<file path="src/rtl/ssr_pkg.sv">
package ssr_pkg;
  localparam int ADDR_W = 2;
  typedef enum logic [ADDR_W-1:0] {
    DST_NONE_LO = 2'b00,
    DST_CMP     = 2'b01,
    DST_NONE_HI = 2'b10,
    DST_REF     = 2'b11
  } dst_e;
endpackage

</file>
<file path="src/rtl/ssr_edge_sync.sv">
module ssr_edge_sync #(
  parameter int W = 3
) (
  input  logic         clk,
  input  logic         rst_n,
  input  logic [W-1:0] pin_in,
  output logic [W-1:0] level,
  output logic [W-1:0] rise
);
  logic [W-1:0] s1_q, s2_q, s3_q;

  for (genvar i = 0; i < W; i++) begin : g_bit
    always_ff @(posedge clk or negedge rst_n) begin
      if (!rst_n) begin
        s1_q[i] <= 1'b0;
        s2_q[i] <= 1'b0;
        s3_q[i] <= 1'b0;
      end else begin
        s1_q[i] <= pin_in[i];
        s2_q[i] <= s1_q[i];
        s3_q[i] <= s2_q[i];
      end
    end
    assign level[i] = s2_q[i];
    assign rise[i]  = s2_q[i] & ~s3_q[i];
  end

  for (genvar j = 0; j < W; j++) begin : g_chk
    a_r6_rise_single : assert property (@(posedge clk) disable iff (!rst_n)
      rise[j] |=> !rise[j]);
  end
endmodule

</file>
<file path="src/rtl/ssr_shift.sv">
module ssr_shift #(
  parameter int W = 20
) (
  input  logic         clk,
  input  logic         rst_n,
  input  logic         shift_en,
  input  logic         bit_in,
  output logic [W-1:0] word
);
  logic [W-1:0] word_q, word_d;

  always_comb begin
    word_d = word_q;
    if (shift_en) word_d = {word_q[W-2:0], bit_in};
  end

  always_ff @(posedge clk or negedge rst_n) begin
    if (!rst_n) word_q <= '0;
    else        word_q <= word_d;
  end

  assign word = word_q;

  // newest bit enters at the least significant end, older bits move up
  a_r2_shift_in : assert property (@(posedge clk) disable iff (!rst_n)
    shift_en |=> (word[0] == $past(bit_in)) && (word[W-1:1] == $past(word[W-2:0])));
  a_r2_hold : assert property (@(posedge clk) disable iff (!rst_n)
    !shift_en |=> $stable(word));
endmodule

</file>
<file path="src/rtl/ssr_latch_bank.sv">
module ssr_latch_bank
  import ssr_pkg::*;
#(
  parameter int DATA_W = 18,
  parameter int REF_W  = 17,
  parameter int MAIN_W = 14,
  parameter int SWAL_W = 4,
  localparam int WORD_W = DATA_W + ADDR_W
) (
  input  logic              clk,
  input  logic              rst_n,
  input  logic              load_evt,
  input  logic [WORD_W-1:0] word,
  output logic [REF_W-1:0]  ref_div,
  output logic [MAIN_W-1:0] main_cnt,
  output logic [SWAL_W-1:0] swal_cnt,
  output logic              ref_wr,
  output logic              cmp_wr
);
  dst_e              dst;
  logic [DATA_W-1:0] data;
  logic              ref_sel, cmp_sel;

  logic [REF_W-1:0]  ref_q, ref_d;
  logic [MAIN_W-1:0] main_q, main_d;
  logic [SWAL_W-1:0] swal_q, swal_d;
  logic              ref_wr_q, cmp_wr_q;

  assign dst  = dst_e'(word[ADDR_W-1:0]);
  assign data = word[WORD_W-1:ADDR_W];

  always_comb begin
    ref_sel = load_evt && (dst == DST_REF);
    cmp_sel = load_evt && (dst == DST_CMP);
    ref_d   = ref_q;
    main_d  = main_q;
    swal_d  = swal_q;
    if (ref_sel) ref_d = data[REF_W-1:0];
    if (cmp_sel) begin
      main_d = data[SWAL_W +: MAIN_W];
      swal_d = data[SWAL_W-1:0];
    end
  end

  always_ff @(posedge clk or negedge rst_n) begin
    if (!rst_n) begin
      ref_q    <= '0;
      main_q   <= '0;
      swal_q   <= '0;
      ref_wr_q <= 1'b0;
      cmp_wr_q <= 1'b0;
    end else begin
      ref_q    <= ref_d;
      main_q   <= main_d;
      swal_q   <= swal_d;
      ref_wr_q <= ref_sel;
      cmp_wr_q <= cmp_sel;
    end
  end

  assign ref_div  = ref_q;
  assign main_cnt = main_q;
  assign swal_cnt = swal_q;
  assign ref_wr   = ref_wr_q;
  assign cmp_wr   = cmp_wr_q;

  a_r5_reject : assert property (@(posedge clk) disable iff (!rst_n)
    (load_evt && !word[0]) |=> (!ref_wr && !cmp_wr && $stable(ref_div)
                                && $stable(main_cnt) && $stable(swal_cnt)));
  a_r6_exclusive : assert property (@(posedge clk) disable iff (!rst_n)
    $onehot0({ref_wr, cmp_wr}));
  a_r6_one_cycle : assert property (@(posedge clk) disable iff (!rst_n)
    (ref_wr || cmp_wr) |=> (!ref_wr && !cmp_wr));
  a_r7_ref_guard : assert property (@(posedge clk) disable iff (!rst_n)
    !$stable(ref_div) |-> ref_wr);
  a_r7_cmp_guard : assert property (@(posedge clk) disable iff (!rst_n)
    (!$stable(main_cnt) || !$stable(swal_cnt)) |-> cmp_wr);
  a_r4_cmp_load : assert property (@(posedge clk) disable iff (!rst_n)
    (load_evt && word[1:0] == 2'b01) |=> ({main_cnt, swal_cnt} == $past(word[WORD_W-1:ADDR_W])));
endmodule

</file>
<file path="src/rtl/synth_ser_ctrl.sv">
module synth_ser_ctrl
  import ssr_pkg::*;
#(
  parameter int DATA_W = 18,
  parameter int REF_W  = 17,
  parameter int MAIN_W = 14,
  parameter int SWAL_W = 4
) (
  input  logic              clk,
  input  logic              rst_n,
  input  logic              ser_clk,
  input  logic              ser_dat,
  input  logic              ld_en,
  output logic [REF_W-1:0]  ref_div,
  output logic [MAIN_W-1:0] main_cnt,
  output logic [SWAL_W-1:0] swal_cnt,
  output logic              ref_wr,
  output logic              cmp_wr
);
  localparam int WORD_W = DATA_W + ADDR_W;
  localparam int NPIN   = 3;
  localparam int P_CLK  = 0;
  localparam int P_DAT  = 1;
  localparam int P_LD   = 2;

  logic            rst_m_q, rst_s_q;
  logic [NPIN-1:0] pin_lvl, pin_rise;
  logic [WORD_W-1:0] word;

  always_ff @(posedge clk or negedge rst_n) begin
    if (!rst_n) begin
      rst_m_q <= 1'b0;
      rst_s_q <= 1'b0;
    end else begin
      rst_m_q <= 1'b1;
      rst_s_q <= rst_m_q;
    end
  end

  ssr_edge_sync #(.W(NPIN)) u_sync (
    .clk    (clk),
    .rst_n  (rst_s_q),
    .pin_in ({ld_en, ser_dat, ser_clk}),
    .level  (pin_lvl),
    .rise   (pin_rise)
  );

  ssr_shift #(.W(WORD_W)) u_shift (
    .clk      (clk),
    .rst_n    (rst_s_q),
    .shift_en (pin_rise[P_CLK]),
    .bit_in   (pin_lvl[P_DAT]),
    .word     (word)
  );

  ssr_latch_bank #(
    .DATA_W (DATA_W),
    .REF_W  (REF_W),
    .MAIN_W (MAIN_W),
    .SWAL_W (SWAL_W)
  ) u_bank (
    .clk      (clk),
    .rst_n    (rst_s_q),
    .load_evt (pin_rise[P_LD]),
    .word     (word),
    .ref_div  (ref_div),
    .main_cnt (main_cnt),
    .swal_cnt (swal_cnt),
    .ref_wr   (ref_wr),
    .cmp_wr   (cmp_wr)
  );

  // outputs held at zero while the synchronized reset is active
  a_r1_reset_zero : assert property (@(posedge clk)
    !rst_s_q |-> (ref_div == '0 && main_cnt == '0 && swal_cnt == '0 && !ref_wr && !cmp_wr));
endmodule

</file>
<file path="config.mk">
export PLATFORM = sky130hd
export DESIGN_NAME = synth_ser_ctrl
export DESIGN_NICKNAME = d
export VERILOG_FILES = /design/src/rtl/ssr_pkg.sv /design/src/rtl/ssr_edge_sync.sv /design/src/rtl/ssr_shift.sv /design/src/rtl/ssr_latch_bank.sv /design/src/rtl/synth_ser_ctrl.sv
export SDC_FILE = /design/constraint.sdc
export NUM_CORES = 1
export LEC_CHECK = 0
export ABC_AREA = 1
export CAP_MARGIN = 5
export CORE_MARGIN = 2
export CORE_UTILIZATION = 52
export CTS_CLUSTER_DIAMETER = 30
export DETAILED_ROUTE_END_ITERATION = 10
export GPL_TIMING_DRIVEN = 0
export MAX_ROUTING_LAYER = met4
export PLACE_DENSITY = 0.78
export SKIP_CTS_REPAIR_TIMING = 1
export SLEW_MARGIN = 20
export SYNTH_ARGS = -nofsm -noshare
export SYNTH_HDL_FRONTEND = slang
export SYNTH_HIERARCHICAL = 1
export SYNTH_SLANG_ARGS = --single-unit
</file>
<file path="constraint.sdc">
create_clock -name clk -period 2.5 [get_ports clk]
set_input_delay 0.5 -clock clk [delete_from_list [all_inputs] [get_ports clk]]
set_output_delay 0.5 -clock clk [all_outputs]
set_load 0.01 [all_outputs]
</file>
==> metrics.txt, run 1 <==
# TYPE chip_impl_metric gauge
chip_impl_info{name="run_status",value="complete, no violations"} 1
chip_impl_info{name="origin_of_the_worst_setup_path",value="u_bank/ref_div[8]$_DFFE_PN0P_"} 1
chip_impl_metric{name="gpl.final_weighted_congestion",unit=""} 0.765
chip_impl_metric{name="worst-path-max-fanout",unit=""} 2
chip_impl_metric{name="n_fill_cell",unit=""} 382
chip_impl_metric{name="via_count_of_the_first_global_routing_pass",unit=""} 1812
chip_impl_metric{name="post-layout-total-power",unit="uW"} 2620
chip_impl_metric{name="place_area",unit="mm2"} 0.00312
chip_impl_metric{name="post-route-min-period",unit="ns"} 1.74
chip_impl_metric{name="cap_viol_max_count",unit=""} 0
chip_impl_metric{name="buffer_ports.inserted",unit=""} 41
chip_impl_metric{name="post-route-period-util",unit=""} 0.695
chip_impl_metric{name="timing.final.max_slew_violations",unit=""} 0
chip_impl_metric{name="final_cell_area",unit="mm2"} 0.00331
chip_impl_metric{name="num_rows",unit=""} 25
chip_impl_metric{name="syn_inst",unit=""} 260
chip_impl_metric{name="setup_ws",unit="ns"} 0.763
chip_impl_metric{name="post-route-drc-count",unit=""} 0
chip_impl_metric{name="floorplan.die_area",unit="mm2"} 0.00556
chip_impl_metric{name="required",unit="ns"} 2.00
chip_impl_metric{name="ioPinCount",unit=""} 42
chip_impl_info{name="crit_family",value="buffers and inverters"} 1
chip_impl_metric{name="fmax",unit="MHz"} 576
chip_impl_metric{name="storage_cell_area",unit="mm2"} 0.00168
chip_impl_metric{name="die_x",unit="um"} 74.6
chip_impl_metric{name="final_layout_size_suffix_gt1_frac",unit=""} 0.123
chip_impl_metric{name="worstSkewPairLatency",unit="ns"} 0.33
chip_impl_metric{name="path_clk_slew",unit="ns"} 0.07
chip_impl_info{name="worstReg2RegStart",value="u_sync/s3_q[2]$_DFF_PN0_"} 1
chip_impl_metric{name="grt.total_usage",unit=""} 0.211
chip_impl_info{name="worstHoldPathType",value="flip-flop to asynchronous set/reset pin"} 1
chip_impl_info{name="mostFrequentLayoutCells",value="sky130_fd_sc_hd__nand2_1 (130), sky130_fd_sc_hd__dfrtp_1 (66), sky130_fd_sc_hd__clkdlybuf4s50_1 (41), sky130_fd_sc_hd__nand4_1 (35), sky130_fd_sc_hd__clkbuf_8 (13)"} 1
chip_impl_metric{name="core_area",unit="mm2"} 0.00475
chip_impl_metric{name="crit_buf_inv",unit=""} 1
chip_impl_metric{name="finalSetupViolations",unit=""} 0
chip_impl_metric{name="cellPowerDensity",unit="mW/mm2"} 793
chip_impl_metric{name="syn-mean-instance-area",unit="um2"} 9.97
chip_impl_metric{name="antenna_left",unit=""} 0
chip_impl_metric{name="cellLeakagePower",unit="uW"} 0.00174
chip_impl_metric{name="finalHoldViolations",unit=""} 0
chip_impl_metric{name="mappedNetlistArea",unit="mm2"} 0.00259
chip_impl_info{name="cp_startpoint_kind",value="flip-flop"} 1
chip_impl_info{name="clock_tree.root_cell",value="sky130_fd_sc_hd__clkbuf_8"} 1
chip_impl_info{name="critPathSlowestCell",value="sky130_fd_sc_hd__clkdlybuf4s50_1"} 1
chip_impl_metric{name="die_h",unit="um"} 74.6
chip_impl_metric{name="globalRouteOverflowTotal",unit=""} 0
chip_impl_metric{name="clockPowerShare",unit=""} 0.321
chip_impl_info{name="endpoint_kind",value="primary output"} 1
chip_impl_metric{name="drt_first_pass_iters",unit=""} 4
chip_impl_metric{name="switching_share",unit=""} 0.271
chip_impl_metric{name="total_routed_wirelength",unit="um"} 4810
chip_impl_metric{name="p_seq_frac",unit=""} 0.505
chip_impl_metric{name="initial_utilization",unit=""} 0.545
chip_impl_metric{name="grt_pass1_wl",unit="um"} 8320
chip_impl_metric{name="cellInternalPower",unit="uW"} 1910
chip_impl_metric{name="design.final.nets",unit=""} 318
chip_impl_metric{name="vias",unit=""} 1919
chip_impl_metric{name="cts_buffer_depth",unit=""} 2
chip_impl_metric{name="initialDrtViolationCount",unit=""} 129
chip_impl_metric{name="combPwrFrac",unit=""} 0.174
chip_impl_metric{name="irDropWorstVdd",unit="V"} 0.000459
chip_impl_metric{name="cts_made_buffers",unit=""} 9
chip_impl_metric{name="antenna_cells_inserted",unit=""} 0
chip_impl_info{name="layout.cells.most_common",value="sky130_fd_sc_hd__nand2_1"} 1
chip_impl_metric{name="syn2layout_area_growth",unit="%"} 27.7
chip_impl_metric{name="ys_warn_count",unit=""} 6
chip_impl_metric{name="timing.critical_path.arrival",unit="ns"} 1.24
chip_impl_metric{name="maximum_number_of_pins_on_one_net_before_global_route_repair",unit=""} 58
chip_impl_metric{name="hpwlAfterDp",unit="um"} 3210
chip_impl_metric{name="netSwitchingPower",unit="uW"} 710
chip_impl_metric{name="htree_levels",unit=""} 3
chip_impl_metric{name="layout_skew",unit="ns"} 0.00449
chip_impl_metric{name="cts_num_sinks",unit=""} 67
chip_impl_info{name="criticalPathCategory",value="flip-flop to primary output"} 1
chip_impl_info{name="crit_path_cell_trace",value="clkdlybuf4s50_1"} 1
chip_impl_metric{name="antenna_found_initial",unit=""} 0
chip_impl_metric{name="preCtsSetupSlack",unit="ns"} 1.12
chip_impl_metric{name="multi_input_comb_area",unit="um2"} 758
chip_impl_metric{name="routedWlPerCell",unit="um"} 12.5
chip_impl_metric{name="critPathMaxStageDelay",unit="ns"} 0.54
chip_impl_info{name="tritoncts",value="done"} 1
chip_impl_metric{name="synth_nets",unit=""} 265
chip_impl_metric{name="via_per_inst",unit=""} 4.98
chip_impl_info{name="rsz_0062_raised_after_global_routing",value="false"} 1
==> final timing paths <==
check | endpoint | slack (ns) | depth (start not counted)
min in group clk | u_sync/level[0]$_DFF_PN0_ | 0.35 | 0
worst min register to register | u_bank/ref_div[7]$_DFFE_PN0P_ | 0.15 | 0
worst max register to register | u_bank/ref_div[3]$_DFFE_PN0P_ | 1.29 | 6
worst max-delay path | ref_div[8] | 0.76 | 1
worst min-delay path | u_bank/ref_div[7]$_DFFE_PN0P_ | 0.15 | 0
max in group asynchronous | u_bank/cmp_wr$_DFF_PN0_ | 1.85 | 1
==> cell type report <==
| type | count | share of cell area |
|---|---|---|
| Clock buffer | 15 | 0.0564 |
| Multi-Input combinational cell | 170 | 0.229 |
| Tap cell | 67 | 0.0253 |
| Inverter | 6 | 0.00908 |
| Clock inverter | 1 | 0.00151 |
| Buffer | 17 | 0.0382 |
| Sequential cell | 67 | 0.508 |
| Timing Repair Buffer | 42 | 0.132 |
==> registers in the layout, summed over array words and instances (netlist names) <==
| register | count |
|---|---|
| rst_m_q | 1 |
| rst_s_q | 1 |
| u_bank/cmp_wr | 1 |
| u_bank/main_cnt | 14 |
| u_bank/ref_div | 17 |
| u_bank/ref_wr | 1 |
| u_bank/swal_cnt | 4 |
| u_shift/word | 20 |
| u_sync/level | 3 |
| u_sync/s1_q | 3 |
| u_sync/s3_q | 2 |
==> routing by layer <==
layer / up-vias / share of wire / track usage
li1: 949 / - / -
met1: 896 / 0.46 / 0.284
met2: 62 / 0.46 / 0.302
met3: 12 / 0.049 / 0.0420
met4: 0 / 0.023 / 0.115
met5: - / 0 / -
==> metrics by stage <==
step	hold WS, ns	std cells	utilization	TNS [ns]
after floorplan	0.204	260	-	0
after global placement	0.335	368	0.649	-6.77
after detailed placement	0.154	369	0.656	0
after CTS	0.157	385	0.696	0
after global routing	0.168	385	0.696	0
final	0.151	385	0.696	0
==> power by group through the flow <==
stage	combinational [uW]	clock [uW]	sequential [uW]
global route	510	902	1340
global placement	426	0	1360
floorplan	194	0	1370
finish	457	842	1320
CTS	463	859	1330
detailed placement	459	0	1340
No activity file was read; power rests on OpenSTA's default activity.
==> run 2, diff against run 1 <==
--- a/config.mk
+++ b/config.mk
@@ -8,12 +8,12 @@
 export ABC_AREA = 1
 export CAP_MARGIN = 5
 export CORE_MARGIN = 2
-export CORE_UTILIZATION = 52
+export CORE_UTILIZATION = 47
 export CTS_CLUSTER_DIAMETER = 30
 export DETAILED_ROUTE_END_ITERATION = 10
 export GPL_TIMING_DRIVEN = 0
 export MAX_ROUTING_LAYER = met4
-export PLACE_DENSITY = 0.78
+export PLACE_DENSITY = 0.74
 export SKIP_CTS_REPAIR_TIMING = 1
 export SLEW_MARGIN = 20
 export SYNTH_ARGS = -nofsm -noshare
==> constraint.sdc (replaced) <==
create_clock -name clk -period 1.5 [get_ports clk]
set_input_delay 0.3 -clock clk [delete_from_list [all_inputs] [get_ports clk]]
set_output_delay 0.3 -clock clk [all_outputs]
set_load 0.01 [all_outputs]
==> run 2 against run 1 <==
Against the previous run:
- combinational power is 51% higher
- register-to-register slack worse by 1.0 ns
- clock-buffer cell count is 4 lower
- design area is 2.2% higher
- flip-flop and latch count stayed put
- die area is 10% higher
- utilization is 7.0 points lower
- critical path type is now flip-flop to flip-flop
==> metrics.txt, run 2 (same netlist as run 1, synthesis figures left out) <==
# TYPE chip_impl_metric gauge
chip_impl_metric{name="netSwitchingPower",unit="uW"} 1190
chip_impl_metric{name="antenna_cells_inserted",unit=""} 0
chip_impl_metric{name="met2_wirelength",unit="um"} 2430
chip_impl_metric{name="num_rows",unit=""} 27
chip_impl_metric{name="cts_buffer_depth",unit=""} 2
chip_impl_info{name="tritoncts",value="done"} 1
chip_impl_metric{name="timing_worst_slew_pin_value",unit="ns"} 0.800
chip_impl_info{name="criticalPathCategory",value="flip-flop to flip-flop"} 1
chip_impl_metric{name="post-route-drc-count",unit=""} 0
chip_impl_metric{name="finalSetupViolations",unit=""} 0
chip_impl_metric{name="grt_pass1_wl",unit="um"} 8640
chip_impl_metric{name="routedWlPerCell",unit="um"} 12.9
chip_impl_metric{name="met1_length",unit="um"} 2350
chip_impl_metric{name="antenna_left",unit=""} 0
chip_impl_metric{name="final_layout_size_suffix_gt1_frac",unit=""} 0.123
chip_impl_metric{name="clockPowerShare",unit=""} 0.330
chip_impl_info{name="endpoint_kind",value="flip-flop"} 1
chip_impl_metric{name="htree_levels",unit=""} 3
chip_impl_metric{name="buffer_ports.inserted",unit=""} 41
chip_impl_metric{name="ioPinCount",unit=""} 42
chip_impl_metric{name="fmax",unit="MHz"} 820
chip_impl_metric{name="via_count_of_the_first_global_routing_pass",unit=""} 1903
chip_impl_metric{name="floorplan.die_area",unit="mm2"} 0.00612
chip_impl_info{name="top_layer_used",value="met4"} 1
chip_impl_metric{name="layout_skew",unit="ns"} 0.00716
chip_impl_metric{name="grt.total_usage",unit=""} 0.188
chip_impl_metric{name="path_clk_slew",unit="ns"} 0.07
chip_impl_metric{name="wire_length_on_met3",unit="um"} 162
chip_impl_metric{name="hold_worst_slack",unit="ns"} 0.124
chip_impl_info{name="run_status",value="complete, no violations"} 1
chip_impl_metric{name="timing.final.max_slew_violations",unit=""} 0
chip_impl_metric{name="hpwlAfterDp",unit="um"} 3240
chip_impl_metric{name="p_seq_frac",unit=""} 0.511
chip_impl_metric{name="total_routed_wirelength",unit="um"} 5000
chip_impl_info{name="rsz_0062_raised_after_global_routing",value="false"} 1
chip_impl_metric{name="gpl.final_weighted_congestion",unit=""} 0.809
chip_impl_metric{name="cts_num_sinks",unit=""} 67
chip_impl_metric{name="design.final.nets",unit=""} 317
chip_impl_metric{name="cts_made_buffers",unit=""} 9
chip_impl_metric{name="die_x",unit="um"} 78.3
chip_impl_info{name="mostFrequentLayoutCells",value="sky130_fd_sc_hd__nand2_1 (130), sky130_fd_sc_hd__dfrtp_1 (66), sky130_fd_sc_hd__dlymetal6s2s_1 (37), sky130_fd_sc_hd__nand4_1 (35), sky130_fd_sc_hd__clkbuf_8 (10)"} 1
chip_impl_metric{name="timing.critical_path.arrival",unit="ns"} 1.44
chip_impl_metric{name="cap_viol_max_count",unit=""} 0
chip_impl_metric{name="combPwrFrac",unit=""} 0.159
chip_impl_metric{name="n_fill_cell",unit=""} 453
chip_impl_metric{name="finalHoldViolations",unit=""} 0
chip_impl_metric{name="die_h",unit="um"} 78.3
chip_impl_metric{name="initialDrtViolationCount",unit=""} 174
chip_impl_metric{name="core_area",unit="mm2"} 0.00541
chip_impl_metric{name="irDropWorstVdd",unit="V"} 0.000703
chip_impl_metric{name="worst-path-max-fanout",unit=""} 10
chip_impl_metric{name="initial_utilization",unit=""} 0.479
chip_impl_metric{name="post-route-period-util",unit=""} 0.813
chip_impl_metric{name="switching_share",unit=""} 0.273
chip_impl_metric{name="timing.slew.headroom",unit=""} 0.466
chip_impl_metric{name="timing.setup.tns",unit="ns"} 0
chip_impl_metric{name="cellPowerDensity",unit="mW/mm2"} 1290
chip_impl_metric{name="cellInternalPower",unit="uW"} 3170
chip_impl_metric{name="final_cell_area",unit="mm2"} 0.00338
chip_impl_metric{name="worstSkewPairLatency",unit="ns"} 0.33
chip_impl_metric{name="drt_first_pass_iters",unit=""} 4
chip_impl_metric{name="maximum_number_of_pins_on_one_net_before_global_route_repair",unit=""} 66
chip_impl_info{name="worstHoldPathType",value="input pin to asynchronous set/reset pin"} 1
chip_impl_info{name="cp_startpoint_kind",value="flip-flop"} 1
chip_impl_metric{name="post-route-min-period",unit="ns"} 1.22
chip_impl_metric{name="place_area",unit="mm2"} 0.00310
chip_impl_info{name="clock_tree.root_cell",value="sky130_fd_sc_hd__clkbuf_8"} 1
chip_impl_metric{name="cellLeakagePower",unit="uW"} 0.00238
chip_impl_metric{name="vias",unit=""} 1902
chip_impl_metric{name="via_per_inst",unit=""} 4.89
chip_impl_info{name="layout.cells.most_common",value="sky130_fd_sc_hd__nand2_1"} 1
chip_impl_metric{name="antenna_found_initial",unit=""} 0
chip_impl_metric{name="required",unit="ns"} 1.72
chip_impl_metric{name="globalRouteOverflowTotal",unit=""} 0
chip_impl_metric{name="syn2layout_area_growth",unit="%"} 30.5
chip_impl_metric{name="largest_reg_flops",unit=""} 20
-- run 2: final timing paths --
check                                          from                       endpoint  slack [ns]  cells after the start
min in group clk           u_sync/s1_q[1]$_DFF_PN0_      u_sync/level[1]$_DFF_PN0_        0.35                      0
min                                           rst_n              rst_s_q$_DFF_PN0_        0.12                      1
min reg2reg                u_sync/s1_q[1]$_DFF_PN0_      u_sync/level[1]$_DFF_PN0_        0.35                      0
max                        u_sync/s3_q[2]$_DFF_PN0_  u_bank/ref_div[4]$_DFFE_PN0P_        0.28                      6
max in group asynchronous         rst_s_q$_DFF_PN0_       u_sync/s3_q[2]$_DFF_PN0_        0.55                      0
max reg2reg                u_sync/s3_q[2]$_DFF_PN0_  u_bank/ref_div[4]$_DFFE_PN0P_        0.28                      6
-- run 2: power by group through the flow --
stage                     clock network (uW)  logic, uW  registers (uW)
after floorplan                            0        324            2290
final                                   1440        692            2230
after global routing                    1550        773            2270
after CTS                               1480        733            2230
after global placement                     0        712            2260
after detailed placement                   0        729            2270
-- run 2: layout make-up --
class / instances / area (um2) / share of cell area
Sequential cell: 67 / 1680 / 0.497
Multi-Input combinational cell: 170 / 758 / 0.224
Timing Repair Buffer: 41 / 503 / 0.149
Clock buffer: 11 / 141 / 0.0418
Buffer: 17 / 126 / 0.0374
Tap cell: 72 / 90.1 / 0.0266
Clock inverter: 5 / 52.6 / 0.0155
Inverter: 6 / 30.0 / 0.00888
-- run 2: layer usage --
layer | vias to the layer above | GRT usage
met5 | - | -
met4 | 0 | 0.0877
met3 | 6 | 0.0345
met2 | 33 | 0.280
met1 | 914 | 0.253
li1 | 949 | -
-- run 2: worst max-delay path, cell delays in order, from the launching register on --
cell                      delay, ns
sky130_fd_sc_hd__dfrtp_1       0.37
sky130_fd_sc_hd__nor2_2        0.09
sky130_fd_sc_hd__buf_4         0.19
sky130_fd_sc_hd__nand3_4       0.16
sky130_fd_sc_hd__buf_6         0.18
sky130_fd_sc_hd__nand2_1       0.06
sky130_fd_sc_hd__nand2_1       0.05
-- run 2: through the flow --
step / setup WS (ns) / util / power, uW / instances
floorplan: 0.354 / - / 2610 / 260
global placement: 0.0188 / 0.572 / 2970 / 373
detailed placement: 0.288 / 0.573 / 2990 / 373
CTS: -0.0671 / 0.609 / 4450 / 389
global route: 0.128 / 0.626 / 4590 / 389
finish: 0.280 / 0.626 / 4360 / 389
==> run 3, diff against run 2 <==
--- a/config.mk
+++ b/config.mk
@@ -8,12 +8,12 @@
 export ABC_AREA = 1
 export CAP_MARGIN = 5
 export CORE_MARGIN = 2
-export CORE_UTILIZATION = 47
+export CORE_UTILIZATION = 52
 export CTS_CLUSTER_DIAMETER = 30
 export DETAILED_ROUTE_END_ITERATION = 10
 export GPL_TIMING_DRIVEN = 0
 export MAX_ROUTING_LAYER = met4
-export PLACE_DENSITY = 0.74
+export PLACE_DENSITY = 0.78
 export SKIP_CTS_REPAIR_TIMING = 1
 export SLEW_MARGIN = 20
 export SYNTH_ARGS = -nofsm -noshare
==> constraint.sdc (replaced) <==
create_clock -name clk -period 1.18 [get_ports clk]
set_input_delay 0.236 -clock clk [delete_from_list [all_inputs] [get_ports clk]]
set_output_delay 0.236 -clock clk [all_outputs]
set_load 0.01 [all_outputs]
==> run 3 against run 2 <==
Against the previous run:
- via count rose by 5.8%
- die area fell by 9.1%
- utilization is 9.1 points higher
- clock power increased by 9%
- critical path depth stayed put
- worst setup slack lost 0.25 ns
- sequential power rose by 27%
- design area rose by 0.70%
- register-to-register slack worse by 0.25 ns
- fmax increased by 6.1%
- combinational power grew 33%
- critical path type unchanged
==> metrics.txt, run 3 (same netlist as run 1, synthesis figures left out) <==
# TYPE chip_impl_metric gauge
chip_impl_info{name="run_status",value="complete, no violations"} 1
chip_impl_metric{name="hold_worst_slack",unit="ns"} 0.0634
chip_impl_metric{name="cellLeakagePower",unit="uW"} 0.00240
chip_impl_info{name="cp_startpoint_kind",value="flip-flop"} 1
chip_impl_metric{name="antenna_left",unit=""} 0
chip_impl_metric{name="antenna_cells_inserted",unit=""} 0
chip_impl_info{name="endpoint_kind",value="flip-flop"} 1
chip_impl_metric{name="finalHoldViolations",unit=""} 0
chip_impl_metric{name="finalSetupViolations",unit=""} 0
chip_impl_metric{name="gpl.final_weighted_congestion",unit=""} 0.760
chip_impl_metric{name="drt_first_pass_iters",unit=""} 4
chip_impl_metric{name="timing.critical_path.arrival",unit="ns"} 1.37
chip_impl_info{name="worstReg2RegStart",value="u_shift/word[1]$_DFFE_PN0P_"} 1
chip_impl_metric{name="antenna_found_initial",unit=""} 0
chip_impl_metric{name="grt.total_usage",unit=""} 0.218
chip_impl_metric{name="reg2regPathDepth",unit=""} 6
chip_impl_metric{name="finalCoreUtilization",unit=""} 0.716
chip_impl_metric{name="layout_skew",unit="ns"} 0.00729
chip_impl_metric{name="grt_pass1_wl",unit="um"} 8630
chip_impl_metric{name="total_routed_wirelength",unit="um"} 5280
chip_impl_metric{name="post-layout-total-power",unit="uW"} 5340
chip_impl_metric{name="timing.slew.headroom",unit=""} 0.471
chip_impl_metric{name="cap_viol_max_count",unit=""} 0
chip_impl_info{name="rr_endpoint",value="u_bank/swal_cnt[0]$_DFFE_PN0P_"} 1
chip_impl_metric{name="post-route-drc-count",unit=""} 0
chip_impl_metric{name="maximum_number_of_pins_on_one_net_before_global_route_repair",unit=""} 66
chip_impl_metric{name="required",unit="ns"} 1.40
chip_impl_metric{name="design.final.nets",unit=""} 322
chip_impl_info{name="mostFrequentLayoutCells",value="sky130_fd_sc_hd__nand2_1 (130), sky130_fd_sc_hd__dfrtp_1 (66), sky130_fd_sc_hd__dlymetal6s2s_1 (37), sky130_fd_sc_hd__nand4_1 (35), sky130_fd_sc_hd__clkbuf_8 (10)"} 1
chip_impl_metric{name="cts_buffer_depth",unit=""} 2
chip_impl_metric{name="timing.reg2reg.setup_slack",unit="ns"} 0.03
chip_impl_metric{name="timing.final.max_slew_violations",unit=""} 0
chip_impl_metric{name="via_per_inst",unit=""} 5.19
chip_impl_metric{name="largest_reg_flops",unit=""} 20
chip_impl_metric{name="die_h",unit="um"} 74.6
chip_impl_metric{name="floorplan.die_area",unit="mm2"} 0.00556
chip_impl_metric{name="buffer_ports.inserted",unit=""} 41
chip_impl_metric{name="hpwlAfterDp",unit="um"} 3340
chip_impl_metric{name="globalRouteOverflowTotal",unit=""} 0
chip_impl_info{name="criticalPathCategory",value="flip-flop to flip-flop"} 1
chip_impl_metric{name="cellPowerDensity",unit="mW/mm2"} 1570
chip_impl_metric{name="fmax",unit="MHz"} 870
chip_impl_metric{name="n_fill_cell",unit=""} 343
chip_impl_metric{name="post-route-min-period",unit="ns"} 1.15
chip_impl_metric{name="routedWlPerCell",unit="um"} 13.6
chip_impl_metric{name="final_layout_size_suffix_gt1_frac",unit=""} 0.131
chip_impl_metric{name="timing.setup.tns",unit="ns"} 0
chip_impl_metric{name="initialDrtViolationCount",unit=""} 183
chip_impl_metric{name="storage_cell_area",unit="mm2"} 0.00168
chip_impl_info{name="rsz_0062_raised_after_global_routing",value="true"} 1
chip_impl_metric{name="initial_utilization",unit=""} 0.545
chip_impl_metric{name="timing_worst_slew_pin_value",unit="ns"} 0.794
chip_impl_metric{name="cts_num_sinks",unit=""} 67
chip_impl_metric{name="via_count_of_the_first_global_routing_pass",unit=""} 1882
chip_impl_metric{name="num_rows",unit=""} 25
chip_impl_info{name="worstHoldPathType",value="input pin to asynchronous set/reset pin"} 1
chip_impl_metric{name="ioPinCount",unit=""} 42
chip_impl_info{name="tritoncts",value="done"} 1
chip_impl_metric{name="path_clk_slew",unit="ns"} 0.06
chip_impl_info{name="layout.cells.most_common",value="sky130_fd_sc_hd__nand2_1"} 1
chip_impl_metric{name="htree_levels",unit=""} 3
chip_impl_metric{name="irDropWorstVdd",unit="V"} 0.000985
chip_impl_metric{name="core_area",unit="mm2"} 0.00475
chip_impl_metric{name="worst-path-max-fanout",unit=""} 10
chip_impl_metric{name="cts_made_buffers",unit=""} 9
chip_impl_info{name="clock_tree.root_cell",value="sky130_fd_sc_hd__clkbuf_8"} 1
chip_impl_metric{name="post-route-period-util",unit=""} 0.974
chip_impl_metric{name="die_x",unit="um"} 74.6
chip_impl_metric{name="multi_input_comb_area",unit="um2"} 758
chip_impl_metric{name="vias",unit=""} 2013
chip_impl_metric{name="worstSkewPairLatency",unit="ns"} 0.33
chip_impl_metric{name="syn2layout_area_growth",unit="%"} 31.4
## run 3: power by group
group          switching, uW  leakage, uW  internal, uW
logic                    478      0.00142           444
clock network            772    0.0000860           798
registers                258     0.000896          2590
## run 3: through the flow
step	instances	setup slack, ns	cell area [um2]
finish	388	0.0305	3410
global route	388	-0.0468	3410
CTS	383	-0.309	3250
detailed placement	368	-0.0392	3090
global placement	368	-0.290	3090
floorplan	260	0.0339	2590
## run 3: worst max-delay path by stage
stage | start | endpoint | slack [ns] | cells past startpoint
after CTS | u_bank/main_cnt[0]$_DFFE_PN0P_ | main_cnt[0] | -0.31 | 1
after global routing | u_shift/word[1]$_DFFE_PN0P_ | u_bank/main_cnt[4]$_DFFE_PN0P_ | -0.05 | 6
final | u_shift/word[1]$_DFFE_PN0P_ | u_bank/swal_cnt[0]$_DFFE_PN0P_ | 0.03 | 6
after global placement | rst_s_q$_DFF_PN0_ | u_bank/ref_div[14]$_DFFE_PN0P_ | -0.29 | 0
after floorplan | rst_s_q$_DFF_PN0_ | u_bank/cmp_wr$_DFF_PN0_ | 0.03 | 0
after detailed placement | u_sync/s3_q[2]$_DFF_PN0_ | u_bank/ref_div[10]$_DFFE_PN0P_ | -0.04 | 6
## run 3: cell type report
class,count,share of cell area
Timing Repair Buffer,46,0.162
Tap cell,67,0.0246
Multi-Input combinational cell,170,0.223
Inverter,6,0.00882
Clock buffer,12,0.0426
Buffer,17,0.0411
Sequential cell,67,0.493
Clock inverter,3,0.00441
## run 3: critical path: stages, from the launching register on
cell and delay [ns]:
sky130_fd_sc_hd__dfrtp_1 0.40, sky130_fd_sc_hd__buf_6 0.17, sky130_fd_sc_hd__inv_8 0.09, sky130_fd_sc_hd__nand3_4 0.11, sky130_fd_sc_hd__buf_4 0.17, sky130_fd_sc_hd__nand2_1 0.05
sky130_fd_sc_hd__nand2_1 0.05
## run 3: metal layers
layer	part of all wire	GRT usage
met5	0	-
met4	0.013	0.0992
met3	0.056	0.0528
met2	0.50	0.318
met1	0.43	0.291
